### config.mk
export PLATFORM = sky130hd
export DESIGN_NAME = rx_addr_filter
export DESIGN_NICKNAME = d
export VERILOG_FILES = /design/src/rtl/rxf_pkg.sv /design/src/rtl/rxf_regfile.sv /design/src/rtl/rxf_hash_index.sv /design/src/rtl/rxf_decide.sv /design/src/rtl/rx_addr_filter.sv
export SDC_FILE = /design/constraint.sdc
export NUM_CORES = 1
export LEC_CHECK = 0
export ABC_AREA = 0
export BUFFER_PORTS_ARGS = -buffer_cell sky130_fd_sc_hd__buf_2
export CAP_MARGIN = 30
export CELL_PAD_IN_SITES_DETAIL_PLACEMENT = 1
export CELL_PAD_IN_SITES_GLOBAL_PLACEMENT = 2
export CORE_MARGIN = 2
export CORE_UTILIZATION = 37
export DETAILED_ROUTE_END_ITERATION = 12
export PLACE_DENSITY = 0.8
export SYNTH_ARGS = -nofsm -noshare
export SYNTH_HDL_FRONTEND = slang
export SYNTH_SLANG_ARGS = --single-unit
export TNS_END_PERCENT = 10
### constraint.sdc
create_clock -name clk -period 4.8 [get_ports clk]
set_clock_uncertainty 0.2 [all_clocks]
set_input_delay 0.48 -clock clk [delete_from_list [all_inputs] [get_ports clk]]
set_output_delay 0.48 -clock clk [all_outputs]
set_load 0.05 [all_outputs]
### src/rtl/rxf_pkg.sv
package rxf_pkg;
  // Configuration word enable bit positions
  localparam int CFG_ALL   = 0;
  localparam int CFG_PHYS  = 1;
  localparam int CFG_MCAST = 2;
  localparam int CFG_BCAST = 3;
  localparam int CFG_RUNT  = 4;
  localparam int CFG_ERR   = 5;
  localparam int CFG_ERR8  = 16;

  localparam logic [31:0] CRC_POLY = 32'h04C1_1DB7;

  typedef struct packed {
    logic bcast;
    logic phys;
    logic mcast;
  } addr_class_t;
endpackage

### src/rtl/rxf_regfile.sv
module rxf_regfile
  import rxf_pkg::*;
#(
  parameter int ADDR_W    = 48,
  parameter int HASH_BITS = 64,
  parameter int SEL_W     = 2
) (
  input  logic                 clk,
  input  logic                 rst,
  input  logic                 wr_en,
  input  logic [SEL_W-1:0]     wr_sel,
  input  logic [31:0]          wr_data,
  output logic [ADDR_W-1:0]    station,
  output logic [HASH_BITS-1:0] hash_tbl
);
  localparam int HASH_WORDS = HASH_BITS / 32;
  localparam int HI_W       = ADDR_W - 32;

  logic [31:0]   sta_lo_q;
  logic [HI_W-1:0] sta_hi_q;
  logic [31:0]   hash_w_q [HASH_WORDS];

  always_ff @(posedge clk) begin
    if (rst) begin
      sta_lo_q <= '0;
      sta_hi_q <= '0;
    end else if (wr_en) begin
      if (wr_sel == SEL_W'(0)) sta_lo_q <= wr_data;
      if (wr_sel == SEL_W'(1)) sta_hi_q <= wr_data[HI_W-1:0];
    end
  end

  for (genvar w = 0; w < HASH_WORDS; w++) begin : g_hash_word
    always_ff @(posedge clk) begin
      if (rst) hash_w_q[w] <= '0;
      else if (wr_en && wr_sel == SEL_W'(2 + w)) hash_w_q[w] <= wr_data;
    end
    assign hash_tbl[w*32 +: 32] = hash_w_q[w];
  end

  assign station = {sta_hi_q, sta_lo_q};

  p_sta_lo_write_r2: assert property (@(posedge clk) disable iff (rst)
    (wr_en && wr_sel == SEL_W'(0)) |=> (station[31:0] == $past(wr_data)));

  p_sta_hi_write_r2: assert property (@(posedge clk) disable iff (rst)
    (wr_en && wr_sel == SEL_W'(1)) |=> (station[ADDR_W-1:32] == $past(wr_data[HI_W-1:0])));

  p_no_write_hold_r2: assert property (@(posedge clk) disable iff (rst)
    !wr_en |=> ($stable(station) && $stable(hash_tbl)));
endmodule

### src/rtl/rxf_hash_index.sv
module rxf_hash_index
  import rxf_pkg::*;
#(
  parameter int ADDR_W = 48,
  parameter int IDX_W  = 6
) (
  input  logic [ADDR_W-1:0] addr,
  output logic [IDX_W-1:0]  idx
);
  logic [31:0] crc;

  always_comb begin
    logic fb;
    crc = '1;
    for (int i = 0; i < ADDR_W; i++) begin
      fb  = crc[31] ^ addr[i];
      crc = {crc[30:0], 1'b0};
      if (fb) crc = crc ^ CRC_POLY;
    end
  end

  assign idx = crc[31 -: IDX_W];
endmodule

### src/rtl/rxf_decide.sv
module rxf_decide
  import rxf_pkg::*;
#(
  parameter int ADDR_W  = 48,
  parameter int LEN_W   = 16,
  parameter int MIN_LEN = 64,
  parameter int ERR_MIN = 8
) (
  input  logic              clk,
  input  logic              rst,
  input  logic              i_valid,
  input  logic [ADDR_W-1:0] i_dst,
  input  logic [LEN_W-1:0]  i_len,
  input  logic              i_err,
  input  logic [6:0]        i_en,      // {err8, err, runt, bcast, mcast, phys, all}
  input  logic [ADDR_W-1:0] i_station,
  input  logic              i_hash_hit,
  output logic              o_valid,
  output logic              o_accept,
  output addr_class_t       o_class
);
  localparam int E_ALL = 0, E_PHYS = 1, E_MCAST = 2, E_BCAST = 3,
                 E_RUNT = 4, E_ERR = 5, E_ERR8 = 6;

  addr_class_t cls_c;
  logic        is_bcast, is_group, addr_ok, runt, runt_ok, err_ok, acc_c;

  always_comb begin
    is_bcast    = &i_dst;
    is_group    = i_dst[0];
    cls_c.bcast = is_bcast;
    cls_c.mcast = is_group && !is_bcast;
    cls_c.phys  = !is_group && (i_dst == i_station);

    addr_ok = i_en[E_ALL]
            | (i_en[E_PHYS]  & cls_c.phys)
            | (i_en[E_MCAST] & cls_c.mcast & i_hash_hit)
            | (i_en[E_BCAST] & cls_c.bcast);

    runt    = i_len < LEN_W'(MIN_LEN);
    runt_ok = !runt || i_en[E_RUNT];
    err_ok  = !i_err || i_en[E_ERR] || (i_en[E_ERR8] && (i_len > LEN_W'(ERR_MIN)));
    acc_c   = addr_ok && runt_ok && err_ok;
  end

  always_ff @(posedge clk) begin
    if (rst) begin
      o_valid  <= 1'b0;
      o_accept <= 1'b0;
      o_class  <= '0;
    end else begin
      o_valid  <= i_valid;
      o_accept <= i_valid && acc_c;
      o_class  <= i_valid ? cls_c : '0;
    end
  end

  p_result_follows_r10: assert property (@(posedge clk) disable iff (rst)
    i_valid |=> o_valid);

  p_idle_quiet_r10: assert property (@(posedge clk) disable iff (rst)
    !i_valid |=> (!o_valid && !o_accept && o_class == '0));

  p_class_onehot_r3: assert property (@(posedge clk) disable iff (rst)
    $onehot0({o_class.bcast, o_class.phys, o_class.mcast}));

  p_runt_block_r8: assert property (@(posedge clk) disable iff (rst)
    (i_valid && i_len < LEN_W'(MIN_LEN) && !i_en[E_RUNT]) |=> !o_accept);

  p_err_block_r9: assert property (@(posedge clk) disable iff (rst)
    (i_valid && i_err && !i_en[E_ERR] && !(i_en[E_ERR8] && i_len > LEN_W'(ERR_MIN)))
      |=> !o_accept);

  p_bcast_pass_r6: assert property (@(posedge clk) disable iff (rst)
    (i_valid && (&i_dst) && i_en[E_BCAST] && !i_err && i_len >= LEN_W'(MIN_LEN))
      |=> (o_accept && o_class.bcast));

  p_mcast_gate_r5: assert property (@(posedge clk) disable iff (rst)
    (i_valid && i_dst[0] && !(&i_dst) && !i_hash_hit && !i_en[E_ALL]) |=> !o_accept);
endmodule

### src/rtl/rx_addr_filter.sv
module rx_addr_filter
  import rxf_pkg::*;
#(
  parameter int ADDR_W    = 48,
  parameter int LEN_W     = 16,
  parameter int HASH_BITS = 64,
  parameter int MIN_LEN   = 64,
  parameter int ERR_MIN   = 8
) (
  input  logic              clk,
  input  logic              rst,
  input  logic              reg_wr_en,
  input  logic [1:0]        reg_wr_sel,
  input  logic [31:0]       reg_wr_data,
  input  logic [31:0]       cfg_word,
  input  logic              frm_valid,
  input  logic [ADDR_W-1:0] frm_dst,
  input  logic [LEN_W-1:0]  frm_len,
  input  logic              frm_err,
  output logic              res_valid,
  output logic              res_accept,
  output logic              res_bcast,
  output logic              res_phys,
  output logic              res_mcast
);
  localparam int IDX_W = $clog2(HASH_BITS);

  logic [ADDR_W-1:0]    station;
  logic [HASH_BITS-1:0] hash_tbl;
  logic [IDX_W-1:0]     hash_idx;
  logic                 hash_hit;
  logic [6:0]           enables;
  logic                 cfg_unused;
  addr_class_t          cls;

  assign enables = {cfg_word[CFG_ERR8], cfg_word[CFG_ERR], cfg_word[CFG_RUNT],
                    cfg_word[CFG_BCAST], cfg_word[CFG_MCAST], cfg_word[CFG_PHYS],
                    cfg_word[CFG_ALL]};
  assign cfg_unused = ^{cfg_word[31:17], cfg_word[15:6]};

  rxf_regfile #(.ADDR_W(ADDR_W), .HASH_BITS(HASH_BITS), .SEL_W(2)) u_regs (
    .clk(clk), .rst(rst), .wr_en(reg_wr_en), .wr_sel(reg_wr_sel),
    .wr_data(reg_wr_data), .station(station), .hash_tbl(hash_tbl)
  );

  rxf_hash_index #(.ADDR_W(ADDR_W), .IDX_W(IDX_W)) u_hash (
    .addr(frm_dst), .idx(hash_idx)
  );

  assign hash_hit = hash_tbl[hash_idx];

  rxf_decide #(.ADDR_W(ADDR_W), .LEN_W(LEN_W), .MIN_LEN(MIN_LEN), .ERR_MIN(ERR_MIN)) u_dec (
    .clk(clk), .rst(rst), .i_valid(frm_valid), .i_dst(frm_dst), .i_len(frm_len),
    .i_err(frm_err), .i_en(enables), .i_station(station), .i_hash_hit(hash_hit),
    .o_valid(res_valid), .o_accept(res_accept), .o_class(cls)
  );

  assign res_bcast = cls.bcast;
  assign res_phys  = cls.phys;
  assign res_mcast = cls.mcast;

  p_accept_needs_valid_r10: assert property (@(posedge clk) disable iff (rst)
    res_accept |-> res_valid);
endmodule

==> key figures, run 1 <==
STA
  – Tmin final: 4.560 ns
  – Slew margin rel.: 51.62%
  – Min Hold Slack: 0.1326 ns
  – Fmax: 219.3 MHz
  – Setup TNS: 0 ns
  – RSZ-0062 raised after global routing: no
  – Final Max Tran Viols: 0
  – Endpoints failing hold: 0
  – Setup Viol. Count Final: 0
  – Crit share post-route: 95.00%
  – Worst-Margin Slew: 0.7257 ns

Synthesis
  – Yosys top cell area share: 23.98%
  – Top post-synthesis cells by area: edfxtp_1, xnor2_1, dfxtp_1, xnor3_1, and2_1
  – Post-synth top cells: xnor2_1, nand2_1, and2_1, edfxtp_1
  – Post-Synth Simple-Gate Area: 14.19%
  – Mux contribution to synthesized area: 5.604%
  – Synth Area in Adders: 0.4683%
  – Largest family of logic cells by synthesized area: XOR/XNOR gates
  – Post-synthesis sequential element count: 117
  – Count leader, synth: xnor2_1
  – Yosys warns: 0
  – Sequential-to-total area share from yosys stat: 37.22%
  – Synth Flop Type: edfxtp_1
  – Gate Count Post-Synth: 726
  – Post-Synth XOR/XNOR Area: 34.90%
  – Mapped Area: 8015 µm²
  – Ys async rst share: 0%
  – Synth Area in Compound Gates: 4.792%
  – Avg Inst Size Synth: 11.04 µm²
  – EDFF count, synth: 64
  – Synth area leader: edfxtp_1
  – Post-synth net total: 864
  – Post-synth cell types: 52

Clocking
  – Clk Latency, worst-skew pair: 0.42 ns
  – H-Tree Depth: 4
  – Post-CTS resize count: 0
  – Clock sink count: 117
  – CTS Hold Bufs: 0
  – Setup Buffers After CTS: 0
  – TritonCTS Buffers: 17
  – CTS root buf: clkbuf_16
  – Clock transition at the registers of the reported paths: 0.06 ns
  – Clock buffer depth: 2
  – CTS tree: yes

Global route
  – All-Layer GR Usage: 22.47%
  – Vias in the first global route: 6431
  – GRT Residual Overflow: 0
  – Initial antenna violation count: 1
  – Pin count of the biggest net entering global routing: 53
  – Wire length of the first global-routing pass: 37460 µm

Worst setup path
  – Required @ worst endpoint: 4.88 ns
  – Setup CP Type: in -> reg
  – CP Capture Type: register
  – Worst reg2reg path startpoint: u_regs.sta_lo_q[20]$_SDFFE_PP0P_
  – Startpoint types: input pin
  – Worst-path fanout max: 7
  – Worst EP arrival: 4.64 ns
  – Critical path launch point: frm_dst[0]

Placement
  – Gpl congestion: 0.9470
  – Hpwl dp: 19780 µm
  – # port buffers: 114

Die
  – Die height: 151.2 µm
  – Core box area: 21150 µm²
  – Starting density of the core: 37.89%
  – Die footprint: 22860 µm²
  – Placement Rows: 53
  – Chip width: 151.2 µm
  – I/O pins: 140

Cells and area
  – Ant diodes: 0
  – Fill cell count: 2312
  – Final nets: 1030
  – Layout cell share with drive strength beyond 1: 27.51%
  – P&R area growth vs syn: 23.95%

Worst hold path
  – Hold Path Origin: reg_wr_data[31]
  – Worst min path class: in -> reg

Drt
  – DR vias/cell: 5.067
  – Remaining antenna violation count after routing: 0
  – Routed WL per cell: 21.03 µm
  – Drt drc: 0
  – Drt total wl: 24820 µm
  – Initial DRC count: 267
  – Drt pass-1 iters: 4
  – Via count: 5979

Status
  – Status: complete, no violations

Job
  – Maxcap violations: 0
[cell families after synthesis]
kind of cell | after synthesis
xor gates and xnor gates | 235
and+or+nand+nor | 224
DFF | 117
AOI/OAI and AO/OA | 68
buffers and inverters | 48
muxes | 31
adders and majority gates | 3
[per-layer routing]
| layer | up-vias | routed length [µm] | track usage [%] |
|---|---|---|---|
| met5 | - | 0 | 0 |
| met2 | 157 | 12680 | 39.62 |
| met3 | 22 | 1441 | 4.398 |
| met1 | 2978 | 10360 | 28.18 |
| li1 | 2822 | - | - |
| met4 | 0 | 340 | 5.841 |
[path summary, 6_finish.rpt]
path                                            to  slack (ns)  cells past startpoint
setup / recovery         u_dec.o_accept$_SDFF_PP0_        0.24                     16
hold / removal    u_regs.sta_lo_q[31]$_SDFFE_PP0P_        0.13                      3
setup reg to reg         u_dec.o_accept$_SDFF_PP0_        2.30                      9
hold reg to reg   u_regs.sta_lo_q[20]$_SDFFE_PP0P_        0.26                      2
[through the flow]
step	cells	worst slack (ns)	utilization [%]	instance area, µm²
after floorplan	726	0.3305	-	8015
after global placement	1148	-0.1032	44.14	9336
after detailed placement	1148	-0.2061	44.14	9336
after CTS	1180	0.2235	46.96	9935
after global routing	1180	0.02014	46.96	9935
final	1180	0.2402	46.96	9935
[flip-flops by register name (all words and copies together) (netlist names)]
| name | cells |
|---|---|
| u_dec.o_valid | 1 |
| u_regs.sta_hi_q | 16 |
| u_regs.hash_w_q | 64 |
| u_dec.o_accept | 1 |
| u_regs.sta_lo_q | 32 |
| u_dec.o_class | 3 |
[final cells by class]
class,count,area (µm²),share of cell area (%)
Multi-Input combinational cell,561,4820,48.51
Sequential cell,117,2983,30.03
Timing Repair Buffer,188,1164,11.71
Clock buffer,19,452.9,4.559
Tap cell,275,344.1,3.463
Clock inverter,13,145.1,1.461
Inverter,7,26.28,0.2645
[worst max-delay path, stage by stage]
cell      delay [ns]
buf_2           0.11
ha_1            0.33
buf_4           0.16
xnor2_1         0.27
xnor3_1         0.39
xnor2_1         0.27
xnor3_1         0.51
xnor3_1         0.38
xnor2_1         0.29
xnor2_2         0.17
buf_12          0.17
mux4_2          0.49
mux2i_1         0.22
mux2i_1         0.18
nand4_1         0.11
o211ai_1        0.10
[placed cells by master, fill, tap and decap left out, types with 2 or more instances in the layout]
master	count
o211ai_1	2
mux2_2	2
a21oi_1	53
mux4_1	3
clkinvlp_4	3
bufinv_16	2
xnor3_1	37
nor2b_1	2
clkbuf_8	2
xnor2_1	152
clkbuf_16	17
xor3_1	5
dfxtp_1	53
xnor2_2	9
nor4_1	8
edfxtp_1	64
nor2_1	8
and2_1	64
mux2i_1	19
nand3_1	5
nand4_1	22
buf_4	71
buf_12	3
nand2_1	101
o21ai_0	2
inv_1	7
inv_6	5
nand2b_1	3
buf_2	114
clkinv_2	2
xnor3_2	3
ha_1	3
xor2_1	26
mux4_2	7
Power of run 1 is not shown: default switching activity piles up to over one toggle a cycle in this logic, so the estimate is an artifact.
==> run 2, diff against run 1 <==
Settings changed: CORE_UTILIZATION 37 to 38, CTS_BUF_LIST set to sky130_fd_sc_hd__clkbuf_4, PLACE_DENSITY 0.8 to 0.82.
==> run 2 against run 1 <==
Maximum frequency down 0.88%. Sequential share of layout area down 0.33 points. Non-clock buffer count up 49. Clock-buffer cell count down 2. Routed wire length up 0.68%. Critical path type unchanged. Critical endpoint unchanged. Largest cell class unchanged.
==> key figures, run 2 (synthesized netlist as in run 1, its figures left out) <==
Placement
  – Gpl congestion: 0.9355
  – DP Cell Count: 1166
  – Hpwl dp: 19810 µm
  – # port buffers: 114

Die
  – Placement Rows: 53
  – Die height: 149.2 µm
  – I/O pins: 140
  – Chip width: 149.2 µm
  – Die footprint: 22270 µm²
  – Starting density of the core: 38.37%
  – Core box area: 20890 µm²

Clocking
  – CTS root buf: clkbuf_4
  – CTS tree: yes
  – Clk Latency, worst-skew pair: 0.55 ns
  – Clock transition at the registers of the reported paths: 0.11 ns
  – Setup Buffers After CTS: 0
  – Clock buffer depth: 2
  – H-Tree Depth: 4
  – TritonCTS Buffers: 17
  – Clock sink count: 117

STA
  – Slew margin rel.: 35.25%
  – Final Max Tran Viols: 0
  – Fmax: 217.4 MHz
  – Endpoints failing hold: 0
  – Min Hold Slack: 0.04142 ns
  – Setup TNS: 0 ns
  – Crit share post-route: 95.84%
  – Worst-Margin Slew: 0.9681 ns
  – Setup Viol. Count Final: 0
  – Tmin final: 4.600 ns
  – RSZ-0062 raised after global routing: no

Worst setup path
  – Setup CP Type: in -> reg
  – Worst reg2reg path startpoint: u_regs.sta_lo_q[20]$_SDFFE_PP0P_
  – Critical path's top delay family: XOR/XNOR gates
  – FF-to-FF path depth: 9
  – R2R Setup Slk: 2.25 ns
  – RR Endpoint: u_dec.o_accept$_SDFF_PP0_
  – Critical-path top delay cell: xnor2_2
  – Worst EP arrival: 4.81 ns
  – Worst Path Buf+Inv: 3
  – Worst-path fanout max: 10
  – Required @ worst endpoint: 5.01 ns
  – CP peak stage delay: 0.55 ns
  – CP Capture Type: register
  – Critical path launch point: frm_dst[2]
  – Startpoint types: input pin
  – Worst-path cell chain: buf_2, ha_1, xnor2_1, buf_4, xnor2_1, xnor3_1, xnor2_1, xnor3_1, xnor3_1, xnor2_2, buf_4, mux2_2, o2111ai_1, o211a_1, o211ai_1

Cells and area
  – Multi-input gate area: 4837 µm²
  – Sequential cell area: 2983 µm²
  – Post-Layout Cell Count: 1229
  – Layout cell share with drive strength beyond 1: 27.81%
  – Max reg flops: 64
  – Most common cell after layout, fill and taps aside: xnor2_1
  – Fill cell count: 2347
  – Final nets: 1079
  – Biggest regs: u_regs.hash_w_q x64, u_regs.sta_lo_q x32, u_regs.sta_hi_q x16
  – Largest register by flop count: u_regs.hash_w_q
  – P&R area growth vs syn: 25.34%
  – Most frequent cells in the layout: xnor2_1, buf_2, nand2_1

Global route
  – Initial antenna violation count: 1
  – Pin count of the biggest net entering global routing: 53
  – Vias in the first global route: 6537
  – All-Layer GR Usage: 22.90%
  – GRT Residual Overflow: 0
  – Wire length of the first global-routing pass: 37140 µm

Drt
  – Remaining antenna violation count after routing: 0
  – WL met2: 12490 µm
  – Initial DRC count: 245
  – Routed WL per cell: 20.33 µm
  – Drt drc: 0
  – Detail Route met3 WL: 1458 µm
  – DR vias/cell: 5.032
  – Drt total wl: 24990 µm
  – Drt pass-1 iters: 5
  – DR top layer: met4
  – Via count: 6184
  – Met1 Wirelength: 10540 µm

Worst hold path
  – Hold Crit Depth: 3
  – Hold Path Origin: reg_wr_data[10]
  – Worst min path class: in -> reg
  – Worst Hold End: u_regs.sta_lo_q[10]$_SDFFE_PP0P_

Status
  – Status: complete, no violations

Job
  – Maxcap violations: 0
## run 2: worst max-delay path by stage
stage	endpoint	slack [ns]	depth (start not counted)
2_1_floorplan	u_dec.o_accept$_SDFF_PP0_	0.33	14
3_5_place_dp	u_dec.o_accept$_SDFF_PP0_	-0.45	14
4_1_cts	u_dec.o_accept$_SDFF_PP0_	0.13	14
6_report	u_dec.o_accept$_SDFF_PP0_	0.20	15
3_3_place_gp	u_dec.o_accept$_SDFF_PP0_	-0.31	14
5_1_grt	u_dec.o_accept$_SDFF_PP0_	0.05	16
## run 2: layout make-up
cell class | count | area share (%)
Clock buffer | 17 | 1.270
Multi-Input combinational cell | 561 | 48.15
Clock inverter | 14 | 1.370
Inverter | 7 | 0.2616
Tap cell | 275 | 3.425
Antenna cell | 1 | 0.02491
Timing Repair Buffer | 237 | 15.81
Sequential cell | 117 | 29.69
## run 2: what timing repair did
| item | CTS | global route |
|---|---|---|
| resized for setup | 0 | 1 |
| endpoints found under the setup margin | 0 | 1 |
| hold buffers | 31 | 0 |
| hold endpoints to repair | 42 | 0 |
## run 2: worst min-delay path: cells and delay by family
kind / cells / cell delay (ns)
buffers and inverters: 1 / 0.14
AO/OA/AOI/OAI: 1 / 0.05
AND/OR/NAND/NOR: 1 / 0.06
## run 2: metrics by stage
step	utilization, %	setup WS (ns)	instance area [µm²]
floorplan	-	0.3305	8015
global placement	45.22	-0.3092	9445
detailed placement	45.27	-0.4542	9457
CTS	48.03	0.1266	10030
global route	48.09	0.05355	10050
finish	48.09	0.1998	10050
## run 2: routing by layer
layer	global-route usage, %	vias up
li1	-	2914
met1	28.49	3049
met2	40.09	185
met3	4.771	36
met4	6.762	0
met5	0	-
Power of run 2 is left out for the same reason.
==> run 3, diff against run 2 <==
--- a/config.mk
+++ b/config.mk
@@ -15,4 +15,5 @@
 export CTS_BUF_LIST = sky130_fd_sc_hd__clkbuf_4
 export DETAILED_ROUTE_END_ITERATION = 12
+export MAX_ROUTING_LAYER = met4
 export PLACE_DENSITY = 0.82
 export SYNTH_ARGS = -nofsm -noshare
==> constraint.sdc (replaced) <==
create_clock -name clk -period 4.8 [get_ports clk]
set_clock_uncertainty 0.2 [all_clocks]
set_input_delay 0.48 -clock clk [delete_from_list [all_inputs] [get_ports clk]]
set_output_delay 0.48 -clock clk [all_outputs]
set_load 0.1 [all_outputs]
==> run 3 against run 2 <==
Maximum frequency is 4.4% higher. Global-route usage rose by 0.66 points. Highest routed layer unchanged. Critical path depth fell by 1.
==> key figures, run 3 (synthesized netlist as in run 1, its figures left out) <==
Drt
  – Routed WL per cell: 20.22 µm
  – Drt total wl: 24430 µm
  – Drt pass-1 iters: 4
  – Initial DRC count: 201
  – Via count: 6020
  – Remaining antenna violation count after routing: 0
  – DR vias/cell: 4.983
  – Drt drc: 0

Placement
  – DP Cell Count: 1142
  – # port buffers: 114
  – Pre-CTS setup slack: -0.2220 ns
  – Gpl congestion: 0.9381
  – Hpwl dp: 19160 µm

Die
  – Placement Rows: 53
  – Chip width: 149.2 µm
  – Die footprint: 22270 µm²
  – I/O pins: 140
  – Starting density of the core: 38.37%
  – Die height: 149.2 µm
  – Core box area: 20890 µm²

Clocking
  – CTS tree: yes
  – Clk Latency, worst-skew pair: 0.56 ns
  – TritonCTS Buffers: 17
  – Setup Buffers After CTS: 0
  – H-Tree Depth: 4
  – Clock transition at the registers of the reported paths: 0.11 ns
  – Clock sink count: 117
  – CTS root buf: clkbuf_4
  – Clock buffer depth: 2

Global route
  – Initial antenna violation count: 1
  – Pin count of the biggest net entering global routing: 40
  – All-Layer GR Usage: 23.57%
  – GRT Residual Overflow: 0
  – Wire length of the first global-routing pass: 37410 µm
  – Vias in the first global route: 6452

Worst setup path
  – Worst-path fanout max: 5
  – Startpoint types: input pin
  – Worst EP arrival: 4.64 ns
  – Setup CP Type: in -> reg
  – Required @ worst endpoint: 5.03 ns
  – CP Capture Type: register

Cells and area
  – Largest register by flop count: u_regs.hash_w_q
  – Most frequent cells in the layout: xnor2_1, buf_2, nand2_1
  – P&R area growth vs syn: 24.43%
  – Max reg flops: 64
  – Biggest regs: u_regs.hash_w_q x64, u_regs.sta_lo_q x32, u_regs.sta_hi_q x16
  – Final nets: 1057
  – Most common cell after layout, fill and taps aside: xnor2_1
  – Post-Layout Cell Count: 1208
  – Fill cell count: 2372
  – Layout cell share with drive strength beyond 1: 26.07%
  – Finished Core Util: 47.74%

Job
  – Maxcap violations: 0

STA
  – Setup Viol. Count Final: 0
  – Final Max Tran Viols: 0
  – Crit share post-route: 91.77%
  – Setup TNS: 0 ns
  – Fmax: 227.0 MHz
  – PnR worst setup slack: 0.3950 ns
  – Endpoints failing hold: 0
  – RSZ-0062 raised after global routing: no
  – Slew margin rel.: 32.16%
  – Worst-Margin Slew: 1.014 ns
  – Tmin final: 4.405 ns

Status
  – Status: complete, no violations

Worst hold path
  – Worst min path class: in -> reg
run 3: changes by cell type in the layout (fill, tap and decap cells not counted), moves of 2 or more:
cell | before | now
buf_4 | 90 | 65
clkinv_2 | 6 | 0
inv_6 | 1 | 7
clkinv_4 | 4 | 1
buf_12 | 1 | 3
bufinv_16 | 2 | 4
dlygate4sd3_1 | 31 | 33
run 3: final timing paths:
check	startpoint	to	slack (ns)	cells past startpoint
hold reg to reg	u_regs.sta_lo_q[0]$_SDFFE_PP0P_	u_regs.sta_lo_q[0]$_SDFFE_PP0P_	0.27	2
hold / removal	rst	u_regs.sta_lo_q[28]$_SDFFE_PP0P_	0.12	2
setup reg to reg	u_regs.sta_lo_q[11]$_SDFFE_PP0P_	u_dec.o_accept$_SDFF_PP0_	2.56	8
setup / recovery	frm_dst[2]	u_dec.o_accept$_SDFF_PP0_	0.40	14
run 3: stage by stage:
step / cell area, µm² / hold slack, ns
final: 9973 / 0.1246
after detailed placement: 9298 / 0.2525
after floorplan: 8015 / 0.2363
after CTS: 9971 / 0.08488
after global routing: 9973 / 0.09900
after global placement: 9298 / 0.2473
run 3: layout make-up:
cell class	count	area, µm²	area share, %
tap	275	344.1	3.450
timing repair buffer	215	1449	14.53
antenna	1	2.502	0.02509
multi-input combinational	561	4826	48.39
clock buffer	17	127.6	1.280
clock inverter	15	215.2	2.158
sequential	117	2983	29.91
inverter	7	26.28	0.2635
run 3: critical path, cell delays in order:
cell and delay [ns]:
buf_2 0.11, ha_1 0.32, xnor2_1 0.25, xnor3_1 0.49, xnor2_2 0.25, xnor3_1 0.46, xnor3_1 0.38, xnor2_2 0.16
xnor2_2 0.42, mux4_1 0.64, mux2i_1 0.20, mux2i_1 0.17, a22oi_2 0.18, o211ai_1 0.10
run 3: what timing repair did:
action | in CTS | in global routing
hold buffers | 33 | 0
endpoints found under the hold margin | 47 | 0
gates resized for setup | 0 | 0
run 3: per-layer routing:
metal,track usage (%),wire length [µm]
met3,3.914,957
met5,-,0
met1,29.34,10660
met2,39.98,12430
met4,6.190,382
Power of run 3 is left out for the same reason.
